## src/rtl/sd_block_mover_pkg.sv

```systemverilog
package sd_block_mover_pkg;

  localparam logic [7:0] START_TOKEN = 8'hFE;
  localparam logic [7:0] IDLE_BYTE   = 8'hFF;
  localparam logic [7:0] RESP_MASK   = 8'h1F;
  localparam logic [7:0] RESP_OK     = 8'h05;
  localparam logic [7:0] RESP_CRCBAD = 8'h0B;

  typedef enum logic [1:0] {
    TX_FF    = 2'd0,
    TX_START = 2'd1,
    TX_DATA  = 2'd2
  } txSel_e;

  typedef enum logic [1:0] {
    ERR_NONE    = 2'd0,
    ERR_CRC     = 2'd1,
    ERR_WRITE   = 2'd2,
    ERR_TIMEOUT = 2'd3
  } errCode_e;

  // control -> datapath strobes
  typedef struct packed {
    logic   issue;
    txSel_e txSel;
    logic   pushRd;
    logic   clrCnt;
    logic   incCnt;
    logic   clrTmo;
    logic   incTmo;
  } ctrlStrobe_t;

  // datapath -> control status
  typedef struct packed {
    logic       ack;
    logic [7:0] rxByte;
    logic       reqBusy;
    logic       rdFull;
    logic       cntLast;
    logic       cntCrcLast;
    logic       huntExpired;
    logic       busyExpired;
  } dpStatus_t;

endpackage

```

## src/rtl/sd_block_mover_dp.sv

```systemverilog
module sd_block_mover_dp
  import sd_block_mover_pkg::*;
#(
  parameter int PAYLOAD_LEN = 512,
  parameter int HUNT_LIMIT  = 4096,
  parameter int BUSY_LIMIT  = 262144
) (
  input  logic        clk,
  input  logic        rstN,
  input  ctrlStrobe_t strobe,
  output dpStatus_t   status,
  input  logic [7:0]  wrData,
  output logic        spiReq,
  output logic [7:0]  spiTxByte,
  input  logic        spiAck,
  input  logic [7:0]  spiRxByte,
  output logic        rdValid,
  output logic [7:0]  rdData,
  input  logic        rdReady
);

  localparam int CW     = (PAYLOAD_LEN > 2) ? $clog2(PAYLOAD_LEN) : 1;
  localparam int TMAX   = (HUNT_LIMIT > BUSY_LIMIT) ? HUNT_LIMIT : BUSY_LIMIT;
  localparam int TW     = $clog2(TMAX + 1);

  logic [CW-1:0] byteCnt;
  logic [TW-1:0] tmoCnt;
  logic [7:0]    txNext;

  always_comb begin
    case (strobe.txSel)
      TX_START: txNext = START_TOKEN;
      TX_DATA:  txNext = wrData;
      default:  txNext = IDLE_BYTE;
    endcase
  end

  // byte exchange request register
  always_ff @(posedge clk) begin
    if (!rstN) begin
      spiReq    <= 1'b0;
      spiTxByte <= IDLE_BYTE;
    end else if (strobe.issue) begin
      spiReq    <= 1'b1;
      spiTxByte <= txNext;
    end else if (spiAck) begin
      spiReq    <= 1'b0;
    end
  end

  // read stream holding register
  always_ff @(posedge clk) begin
    if (!rstN) begin
      rdValid <= 1'b0;
      rdData  <= 8'h00;
    end else if (strobe.pushRd) begin
      rdValid <= 1'b1;
      rdData  <= spiRxByte;
    end else if (rdValid && rdReady) begin
      rdValid <= 1'b0;
    end
  end

  // payload / CRC byte counter and poll counter
  always_ff @(posedge clk) begin
    if (!rstN) begin
      byteCnt <= '0;
      tmoCnt  <= '0;
    end else begin
      if (strobe.clrCnt)      byteCnt <= '0;
      else if (strobe.incCnt) byteCnt <= byteCnt + CW'(1);
      if (strobe.clrTmo)      tmoCnt  <= '0;
      else if (strobe.incTmo) tmoCnt  <= tmoCnt + TW'(1);
    end
  end

  assign status.ack         = spiReq && spiAck;
  assign status.rxByte      = spiRxByte;
  assign status.reqBusy     = spiReq;
  assign status.rdFull      = rdValid;
  assign status.cntLast     = (byteCnt == CW'(PAYLOAD_LEN - 1));
  assign status.cntCrcLast  = (byteCnt == CW'(1));
  assign status.huntExpired = (tmoCnt == TW'(HUNT_LIMIT - 1));
  assign status.busyExpired = (tmoCnt == TW'(BUSY_LIMIT - 1));

  // request and byte held until acknowledged
  a_r12_req_hold : assert property (@(posedge clk) disable iff (!rstN)
    (spiReq && !spiAck) |=> (spiReq && $stable(spiTxByte)));

  // a held read byte is neither dropped nor changed
  a_r3_rd_hold : assert property (@(posedge clk) disable iff (!rstN)
    (rdValid && !rdReady) |=> (rdValid && $stable(rdData)));

  // control never pushes over an undelivered byte
  a_r3_no_overwrite : assert property (@(posedge clk) disable iff (!rstN)
    strobe.pushRd |-> !rdValid);

endmodule

```

## src/rtl/sd_block_mover_ctrl.sv

```systemverilog
module sd_block_mover_ctrl
  import sd_block_mover_pkg::*;
(
  input  logic        clk,
  input  logic        rstN,
  input  logic        start,
  input  logic        dirWrite,
  input  logic        wrValid,
  output logic        wrReady,
  input  dpStatus_t   status,
  output ctrlStrobe_t strobe,
  output logic        csN,
  output logic        done,
  output logic        fail,
  output logic [1:0]  errCode
);

  typedef enum logic [3:0] {
    S_IDLE, S_HUNT, S_RDDATA, S_RDCRC,
    S_WRTOK, S_WRDATA, S_WRCRC, S_WRRESP, S_WRBUSY,
    S_TAIL, S_FIN
  } state_e;

  state_e   state, stateNext;
  errCode_e errReg, errNext;
  logic [7:0] respMasked;

  assign respMasked = status.rxByte & RESP_MASK;

  always_comb begin
    strobe    = '0;
    stateNext = state;
    errNext   = errReg;
    done      = 1'b0;
    wrReady   = 1'b0;
    case (state)
      S_IDLE: begin
        if (start) begin
          strobe.clrCnt = 1'b1;
          strobe.clrTmo = 1'b1;
          errNext       = ERR_NONE;
          stateNext     = dirWrite ? S_WRTOK : S_HUNT;
        end
      end
      S_HUNT: begin
        strobe.issue = !status.reqBusy;
        if (status.ack) begin
          if (status.rxByte == START_TOKEN) begin
            strobe.clrCnt = 1'b1;
            stateNext     = S_RDDATA;
          end else if (status.huntExpired) begin
            errNext   = ERR_TIMEOUT;
            stateNext = S_TAIL;
          end else begin
            strobe.incTmo = 1'b1;
          end
        end
      end
      S_RDDATA: begin
        strobe.issue = !status.reqBusy && !status.rdFull;
        if (status.ack) begin
          strobe.pushRd = 1'b1;
          if (status.cntLast) begin
            strobe.clrCnt = 1'b1;
            stateNext     = S_RDCRC;
          end else begin
            strobe.incCnt = 1'b1;
          end
        end
      end
      S_RDCRC: begin
        strobe.issue = !status.reqBusy;
        if (status.ack) begin
          if (status.cntCrcLast) stateNext = S_TAIL;
          else                   strobe.incCnt = 1'b1;
        end
      end
      S_WRTOK: begin
        strobe.issue = !status.reqBusy;
        strobe.txSel = TX_START;
        if (status.ack) stateNext = S_WRDATA;
      end
      S_WRDATA: begin
        wrReady      = !status.reqBusy;
        strobe.issue = wrValid && !status.reqBusy;
        strobe.txSel = TX_DATA;
        if (status.ack) begin
          if (status.cntLast) begin
            strobe.clrCnt = 1'b1;
            stateNext     = S_WRCRC;
          end else begin
            strobe.incCnt = 1'b1;
          end
        end
      end
      S_WRCRC: begin
        strobe.issue = !status.reqBusy;
        if (status.ack) begin
          if (status.cntCrcLast) stateNext = S_WRRESP;
          else                   strobe.incCnt = 1'b1;
        end
      end
      S_WRRESP: begin
        strobe.issue = !status.reqBusy;
        if (status.ack) begin
          if (respMasked == RESP_OK) begin
            strobe.clrTmo = 1'b1;
            stateNext     = S_WRBUSY;
          end else begin
            errNext   = (respMasked == RESP_CRCBAD) ? ERR_CRC : ERR_WRITE;
            stateNext = S_TAIL;
          end
        end
      end
      S_WRBUSY: begin
        strobe.issue = !status.reqBusy;
        if (status.ack) begin
          if (status.rxByte != 8'h00) begin
            stateNext = S_TAIL;
          end else if (status.busyExpired) begin
            errNext   = ERR_TIMEOUT;
            stateNext = S_TAIL;
          end else begin
            strobe.incTmo = 1'b1;
          end
        end
      end
      S_TAIL: begin
        strobe.issue = !status.reqBusy;
        if (status.ack) stateNext = S_FIN;
      end
      S_FIN: begin
        if (!status.rdFull) begin
          done      = 1'b1;
          stateNext = S_IDLE;
        end
      end
      default: stateNext = S_IDLE;
    endcase
  end

  always_ff @(posedge clk) begin
    if (!rstN) begin
      state  <= S_IDLE;
      errReg <= ERR_NONE;
    end else begin
      state  <= stateNext;
      errReg <= errNext;
    end
  end

  assign csN     = (state == S_IDLE) || (state == S_TAIL) || (state == S_FIN);
  assign fail    = done && (errReg != ERR_NONE);
  assign errCode = errReg;

  // done lasts one cycle
  a_r10_done_pulse : assert property (@(posedge clk) disable iff (!rstN)
    done |=> !done);

  // chip select already released when done is reported
  a_r9_cs_at_done : assert property (@(posedge clk) disable iff (!rstN)
    done |-> csN);

  // busy polling only follows an accepted response
  a_r7_busy_clean : assert property (@(posedge clk) disable iff (!rstN)
    (state == S_WRBUSY) |-> (errReg == ERR_NONE));

  // a start during a transfer does not restart the read hunt
  a_r11_no_restart : assert property (@(posedge clk) disable iff (!rstN)
    (start && state != S_IDLE && state != S_HUNT) |=> (state != S_HUNT));

endmodule

```

## src/rtl/sd_block_mover.sv

```systemverilog
module sd_block_mover #(
  parameter int PAYLOAD_LEN = 512,
  parameter int HUNT_LIMIT  = 4096,
  parameter int BUSY_LIMIT  = 262144
) (
  input  logic       clk,
  input  logic       rstN,
  input  logic       start,
  input  logic       dirWrite,
  output logic       spiReq,
  output logic [7:0] spiTxByte,
  input  logic       spiAck,
  input  logic [7:0] spiRxByte,
  output logic       csN,
  input  logic       wrValid,
  input  logic [7:0] wrData,
  output logic       wrReady,
  output logic       rdValid,
  output logic [7:0] rdData,
  input  logic       rdReady,
  output logic       done,
  output logic       fail,
  output logic [1:0] errCode
);

  sd_block_mover_pkg::ctrlStrobe_t strobe;
  sd_block_mover_pkg::dpStatus_t   status;

  sd_block_mover_ctrl u_ctrl (
    .clk      (clk),
    .rstN     (rstN),
    .start    (start),
    .dirWrite (dirWrite),
    .wrValid  (wrValid),
    .wrReady  (wrReady),
    .status   (status),
    .strobe   (strobe),
    .csN      (csN),
    .done     (done),
    .fail     (fail),
    .errCode  (errCode)
  );

  sd_block_mover_dp #(
    .PAYLOAD_LEN (PAYLOAD_LEN),
    .HUNT_LIMIT  (HUNT_LIMIT),
    .BUSY_LIMIT  (BUSY_LIMIT)
  ) u_dp (
    .clk       (clk),
    .rstN      (rstN),
    .strobe    (strobe),
    .status    (status),
    .wrData    (wrData),
    .spiReq    (spiReq),
    .spiTxByte (spiTxByte),
    .spiAck    (spiAck),
    .spiRxByte (spiRxByte),
    .rdValid   (rdValid),
    .rdData    (rdData),
    .rdReady   (rdReady)
  );

endmodule

```

## config.mk

```make
export PLATFORM = sky130hd
export DESIGN_NAME = sd_block_mover
export DESIGN_NICKNAME = d
export VERILOG_FILES = /design/src/rtl/sd_block_mover_pkg.sv /design/src/rtl/sd_block_mover_dp.sv /design/src/rtl/sd_block_mover_ctrl.sv /design/src/rtl/sd_block_mover.sv
export SDC_FILE = /design/constraint.sdc
export NUM_CORES = 1
export LEC_CHECK = 0
export BUFFER_PORTS_ARGS = -buffer_cell sky130_fd_sc_hd__buf_4
export CORE_MARGIN = 2
export CORE_UTILIZATION = 40
export CTS_BUF_LIST = sky130_fd_sc_hd__clkbuf_2 sky130_fd_sc_hd__clkbuf_4 sky130_fd_sc_hd__clkbuf_8
export DETAILED_ROUTE_END_ITERATION = 10
export SYNTH_ARGS = -nofsm -noshare
export SYNTH_HDL_FRONTEND = slang
export SYNTH_SLANG_ARGS = --single-unit
export TNS_END_PERCENT = 50
```

## constraint.sdc

```tcl
create_clock -name clk -period 4.6 [get_ports clk]
set_clock_uncertainty 0.1 [all_clocks]
set_input_delay 1.38 -clock clk [delete_from_list [all_inputs] [get_ports clk]]
set_output_delay 1.38 -clock clk [all_outputs]
set_load 0.1 [all_outputs]
```

==> results of run 1 <==
## layer usage
layer | track usage [%] | vias up | routed length, um
li1 | - | 1433 | -
met1 | 24.9 | 1306 | 3570
met2 | 27.1 | 51 | 3170
met3 | 2.67 | 5 | 286
met4 | 4.49 | 0 | 63
met5 | 0 | - | 0
## cells by family (layout without fill, tap and decap cells)
family,count (synthesis),after routing,share of synthesized area [%]
simple gates,163,163,30.2
mux,10,10,3.37
flops,52,52,34.6
compound gates,93,93,20.2
fa+ha+maj,7,7,2.91
buf+inv,29,66,4.41
xor+xnor,15,15,4.37
## area by class of cell
class / count / area, um2 / share of cell area [%]
Tap cell: 99 / 124 / 3.52
Clock buffer: 8 / 97.6 / 2.77
Sequential cell: 52 / 1040 / 29.6
Timing Repair Buffer: 51 / 383 / 10.9
Inverter: 7 / 26.3 / 0.746
Multi-Input combinational cell: 288 / 1850 / 52.5
## cells in the mapped netlist, drive strengths merged (6+ instances only)
master  count
a21oi      34
o211ai     11
and2        6
nor2       37
ha          7
buf        13
nand4      12
clkbuf      9
nand3      14
dfxtp      52
nand2b      9
mux2i       9
or3        11
xnor2       6
inv         7
and4        6
o21ai      15
xor2        9
nand2      29
## worst max-delay path by stage
stage                                from               to  slack [ns]  cells past startpoint
after floorplan           u_ctrl.state[0]             fail        0.24                      5
after global placement       spiRxByte[7]  u_dp.tmoCnt[18]        1.12                      7
after detailed placement     spiRxByte[7]  u_dp.tmoCnt[14]        1.06                      7
after CTS                 u_ctrl.state[1]              csN        1.09                      5
after global routing      u_ctrl.state[1]              csN        0.89                      5
final                     u_ctrl.state[1]             fail        1.08                      3
## registers in the layout, summed over array words and instances, names as in the netlist
register / flops
u_dp.byteCnt: 9
u_dp.tmoCnt: 19
u_dp.rdData: 8
u_dp.rdValid: 1
u_dp.spiReq: 1
u_ctrl.errCode: 2
u_dp.spiTxByte: 8
u_ctrl.state: 4
## power by group
part / switching, W / internal (W) / total [W]
logic: 0.000814 / 0.000316 / 0.00113
registers: 0.0000690 / 0.000516 / 0.000585
clock network: 0.000152 / 0.000135 / 0.000287
total: 0.00103 / 0.000967 / 0.00200
## cells in the final DEF (no fill, tap or decap), types with 3 or more instances in the layout
cell type and instances:
a31oi_1 4, xnor2_1 6, o21a_1 3, o21ai_1 10, nor2b_1 5, a211oi_1 5
inv_1 6, xor2_1 9, nor4b_1 3, ha_1 7, and4_1 5, nand4_1 12
and3_1 4, o211ai_1 11, dfxtp_1 52, a21oi_1 34, nor3_1 4, and2_1 6
nand2_1 29, nor2_1 37, nor4_1 4, mux2i_1 9, or4_1 3, nand3_1 14
a211o_1 3, or2_2 3, or3_1 11, clkbuf_8 6, o21ai_0 5, buf_4 51
nand2b_1 9
## worst max-delay path, cell delays in order, from the launching register on
cell and delay [ns]:
dfxtp_1 0.86, nor4b_4 0.40, o21a_1 0.17, buf_4 0.28
## through the flow
stage	util (%)	cell area [um2]	cells
after global routing	48.5	3520	505
after global placement	47.2	3420	497
after floorplan	-	3020	369
final	48.5	3520	505
after detailed placement	47.2	3420	497
after CTS	48.5	3520	505
==> summary.md, run 1 <==
| Metric | Value |
|---|---|
| TNS Setup | `0 ns` |
| Antenna Cells | `0` |
| Root Driver | `clkbuf_8` |
| Reg clk slew, reported paths | `0.09 ns` |
| Largest net degree at the start of global routing | `30` |
| Post-CTS Resized | `0` |
| Fmax | `284 MHz` |
| Yosys warns | `0` |
| CTS tree | `yes` |
| Place WS | `around 1.1 ns` |
| Post-CTS setup buffer count | `0` |
| Hold Path Class | `flop to flop` |
| Seq/Total Area, Yosys | `around 35%` |
| Post-Syn Area | `~3000 um2` |
| Most used DFF post-synth | `dfxtp_1` |
| Max rail drop VDD | `0.000388 V` |
| RR Endpoint | `u_dp.tmoCnt[14]` |
| Lkg Pwr | `~1.4 nW` |
| # DRC | `0` |
| GPL Wtd Cong | `0.822` |
| Yosys cell types | `59` |
| Critical Path Fanout Max | `25` |
| Nets | `between 400 and 500` |
| Status | `complete, no violations` |
| Startpoint Class | `flop` |
| Initial drt markers | `172` |
| Pwr Total | `0.00200 W` |
| Crit path DAT | `2.04 ns` |
| Dominant cell type by area after synthesis | `dfxtp_1` |
| Cts bufs inserted | `5` |
| Detailed Place HPWL | `5.08 mm` |
| Die Ht | `90.7 um` |
| Cts hold-fix bufs | `0` |
| IO Count | `47` |
| RSZ-0062 raised after global routing | `no` |
| Worst-skew pair later-pin latency | `0.31 ns` |
| IO buf count | `46` |
| Fin. Hold Viols | `0` |
| Core Region | `7250 um2` |
| Share of the synthesized area in the top cell type | `34.6%` |
| CP endpoint kind | `output port` |
| Layout area overhead | `17.1%` |
| First-pass GRT wire length | `around 12 mm` |
| FFs w/ async S/R, synth | `0%` |
| Synth Net Count | `~400` |
| Gr usage total | `17.3%` |
| Number of global-route vias before repair | `2473` |
| Worst hold path endpoint | `u_dp.tmoCnt[18]` |
| Max-slew headroom | `30.5%` |
| WL/cell | `14.0 um` |
| Max-Cap Viols | `0` |
| HP Start | `u_dp.tmoCnt[18]` |
| Starting Density | `41.5%` |
| Leading post-synthesis cells by cell area | `dfxtp_1 (35%), a21oi_1 (5.7%), nor2_1 (4.6%)` |
| Clock sink count | `52` |
| Flop2flop setup slack | `about 1.7 ns` |
| Hold slack | `0.386 ns` |
| P per Cell Area | `568 nW/um2` |
| DRT Pass-1 Iters | `4` |
| Share of cells above drive strength 1 | `between 15 and 20%` |
| Crit path kind | `flop to output port` |
| Tmin final | `about 3.5 ns` |
| Worst hold path depth | `2` |
| Filler cells | `732` |
| FF-to-FF path depth | `7` |
| Fin crit share | `76.5%` |
| Via count | `2795` |
| Die Wd | `90.7 um` |
| RR Startpoint | `u_ctrl.state[3]` |
| Pins over their slew limit | `0` |
| Post-synth EDFFs | `0` |
| Clock tree buffer depth | `2` |
| Final WS setup | `1.08 ns` |
| Worst path required time | `3.12 ns` |
| H-tree depth | `2` |
| Avg Cell Area, Syn | `8.15 um2` |
| Slew @ Worst Pin | `1.04 ns` |
| Synthesized instance count | `369` |
| Remaining antenna violation count | `0` |
| Vias per cell | `between 5 and 6` |
| Antenna violations before repair | `0` |
| Count of state elements after synthesis | `between 50 and 60` |
| Die area | `around 8000 um2` |
| Total Wirelength | `a little over 7 mm` |
| Row count | `31` |
| Total grt overflow | `0` |
| Finish-stage setup viols | `0` |
Note: power is estimated with default switching activity, not from simulation.
==> inputs of run 2 (changes only) <==
==> constraint.sdc (replaced) <==
create_clock -name clk -period 3.4 [get_ports clk]
set_clock_uncertainty 0.1 [all_clocks]
set_input_delay 1.02 -clock clk [delete_from_list [all_inputs] [get_ports clk]]
set_output_delay 1.02 -clock clk [all_outputs]
set_load 0.1 [all_outputs]
==> run 2 against run 1 <==
- die area did not move
- flip-flop and latch count stayed put
- largest power group unchanged
- clock-buffer cell count stayed put
- critical path type unchanged
- first-iteration DRC count fell by 7.6%
- global-route usage increased by 0.34 points
- worst setup slack got worse by 0.82 ns
==> summary.md, run 2 (synthesized netlist as in run 1, its figures left out) <==
| Metric | Value |
|---|---|
| Placed cell areas | `~3500 um2` |
| Pins over their slew limit | `0` |
| Most frequent cells in the layout | `buf_4 (57), dfxtp_1 (52), nor2_1 (36), a21oi_1 (34), nand2_1 (29)` |
| Root Driver | `clkbuf_8` |
| Max reg flops | `19` |
| Hold Path Class | `flop to flop` |
| HP Start | `u_dp.spiTxByte[2]` |
| Critical Path Fanout Max | `15` |
| Max-Cap Viols | `0` |
| # DRC | `0` |
| IO buf count | `46` |
| P per Cell Area | `766 nW/um2` |
| Clock tree buffer depth | `2` |
| Row count | `31` |
| Tmin final | `3.13 ns` |
| Core Region | `7250 um2` |
| DRT Pass-1 Iters | `5` |
| Antenna violations before repair | `0` |
| Post-CTS setup buffer count | `0` |
| Nets | `441` |
| Share of cells above drive strength 1 | `18.4%` |
| CP endpoint kind | `output port` |
| Startpoint Class | `flop` |
| Crit path launch | `u_ctrl.state[3]` |
| Int Power | `0.00132 W` |
| Design area | `3580 um2` |
| Cell Chain, Critical Path | `nand2b_1 -> nor4b_4 -> o21a_4 -> buf_4` |
| WL/cell | `14.4 um` |
| Largest net degree at the start of global routing | `31` |
| Die Ht | `about 91 um` |
| Commonest non-fill, non-tap cell in the layout | `buf_4` |
| Max-slew headroom | `33.4%` |
| Cts bufs inserted | `5` |
| Status | `complete, no violations` |
| Fmax | `319 MHz` |
| Remaining antenna violation count | `0` |
| Layout area overhead | `18.9%` |
| Combinational Power Share | `57.3%` |
| Die Wd | `90.7 um` |
| Top flop regs | `u_dp.tmoCnt x19, u_dp.byteCnt x9` |
| Cts hold-fix bufs | `0` |
| Die area | `8230 um2` |
| Post-CTS Resized | `0` |
| Initial drt markers | `159` |
| Fin crit share | `92.2%` |
| Vias per cell | `5.52` |
| Via count | `about 2800` |
| TNS Setup | `0 ns` |
| Crit path kind | `flop to output port` |
| Detailed Place HPWL | `5.32 mm` |
| RSZ-0062 raised after global routing | `no` |
| Reg clk slew, reported paths | `0.10 ns` |
| Antenna Cells | `0` |
| Clock sink count | `52` |
| Worst path max stage delay | `approximately 0.65 ns` |
| Total grt overflow | `0` |
| Total Wirelength | `7.37 mm` |
| Worst path required time | `roughly 2.3 ns` |
| Lkg Pwr | `1.39 nW` |
| Crit path DAT | `2.01 ns` |
| First-pass GRT wire length | `between 10 and 15 mm` |
| IO Count | `47` |
| GPL Wtd Cong | `0.853` |
| Slew @ Worst Pin | `0.993 ns` |
| Layout Cells excl Fill | `511` |
| Critical path buffer and inverter count | `1` |
| RR Startpoint | `u_ctrl.state[3]` |
| Starting Density | `41.5%` |
| Net Sw Frac | `51.7%` |
| Fin. Hold Viols | `0` |
| Max rail drop VDD | `0.000364 V` |
| Final core utilization | `between 40 and 50%` |
| H-tree depth | `2` |
| CTS tree | `yes` |
| CP top delay family | `flip-flops` |
| Finish-stage setup viols | `0` |
| Worst-skew pair later-pin latency | `0.31 ns` |
| Slowest CP cell | `dfxtp_1` |
| Largest Register | `u_dp.tmoCnt` |
| Clk pwr share | `14.2%` |
| DP Cell Count | `503` |
| Gr usage total | `17.7%` |
| Reg power frac | `between 20 and 30%` |
| Net Sw Power | `about 0.0014 W` |
| Number of global-route vias before repair | `2488` |
[run 2: worst reg2reg max path: stages, from the launching register on]
cell and delay [ns]:
dfxtp_1 0.65, buf_4 0.29, nor4b_4 0.29, and4_4 0.29
o31ai_4 0.10, a21o_1 0.29, buf_4 0.20, or3_1 0.35
a21oi_1 0.14
[run 2: worst paths after layout]
kind / endpoint / slack, ns / cells after the start
min: u_dp.spiTxByte[2] / 0.39 / 2
max: fail / 0.27 / 4
min reg2reg: u_dp.spiTxByte[2] / 0.39 / 2
max reg2reg: u_dp.tmoCnt[3] / 0.65 / 8
[run 2: power by group through the flow]
stage / Sequential [W] / Clock [W] / Combinational, W
floorplan: 0.00125 / 0 / 0.000811
global placement: 0.000793 / 0 / 0.00156
detailed placement: 0.000795 / 0 / 0.00157
CTS: 0.000781 / 0.000399 / 0.00157
global route: 0.000798 / 0.000423 / 0.00167
finish: 0.000781 / 0.000390 / 0.00157
[run 2: area by class of cell]
| type | instances | area, um2 |
|---|---|---|
| fill | 714 | 3680 |
| multi-input combinational | 288 | 1860 |
| sequential | 52 | 1040 |
| timing repair buffer | 57 | 428 |
| tap | 99 | 124 |
| clock buffer | 8 | 97.6 |
| inverter | 7 | 26.3 |
[run 2: routing by layer]
metal	up-vias	routed length (um)	GRT usage, %	share of wire [%]
met4	0	62	3.46	0.84
met5	-	0	0	0
li1	1443	-	-	-
met1	1319	3650	25.4	50
met2	50	3400	28.1	46
met3	9	253	2.75	3.4
[run 2: stage by stage]
stage	setup slack, ns	hold slack, ns	power, W
after floorplan	-0.153	0.346	0.00206
after global placement	0.333	0.357	0.00236
after detailed placement	0.284	0.369	0.00236
after CTS	0.281	0.383	0.00275
after global routing	0.155	0.408	0.00289
final	0.265	0.388	0.00274
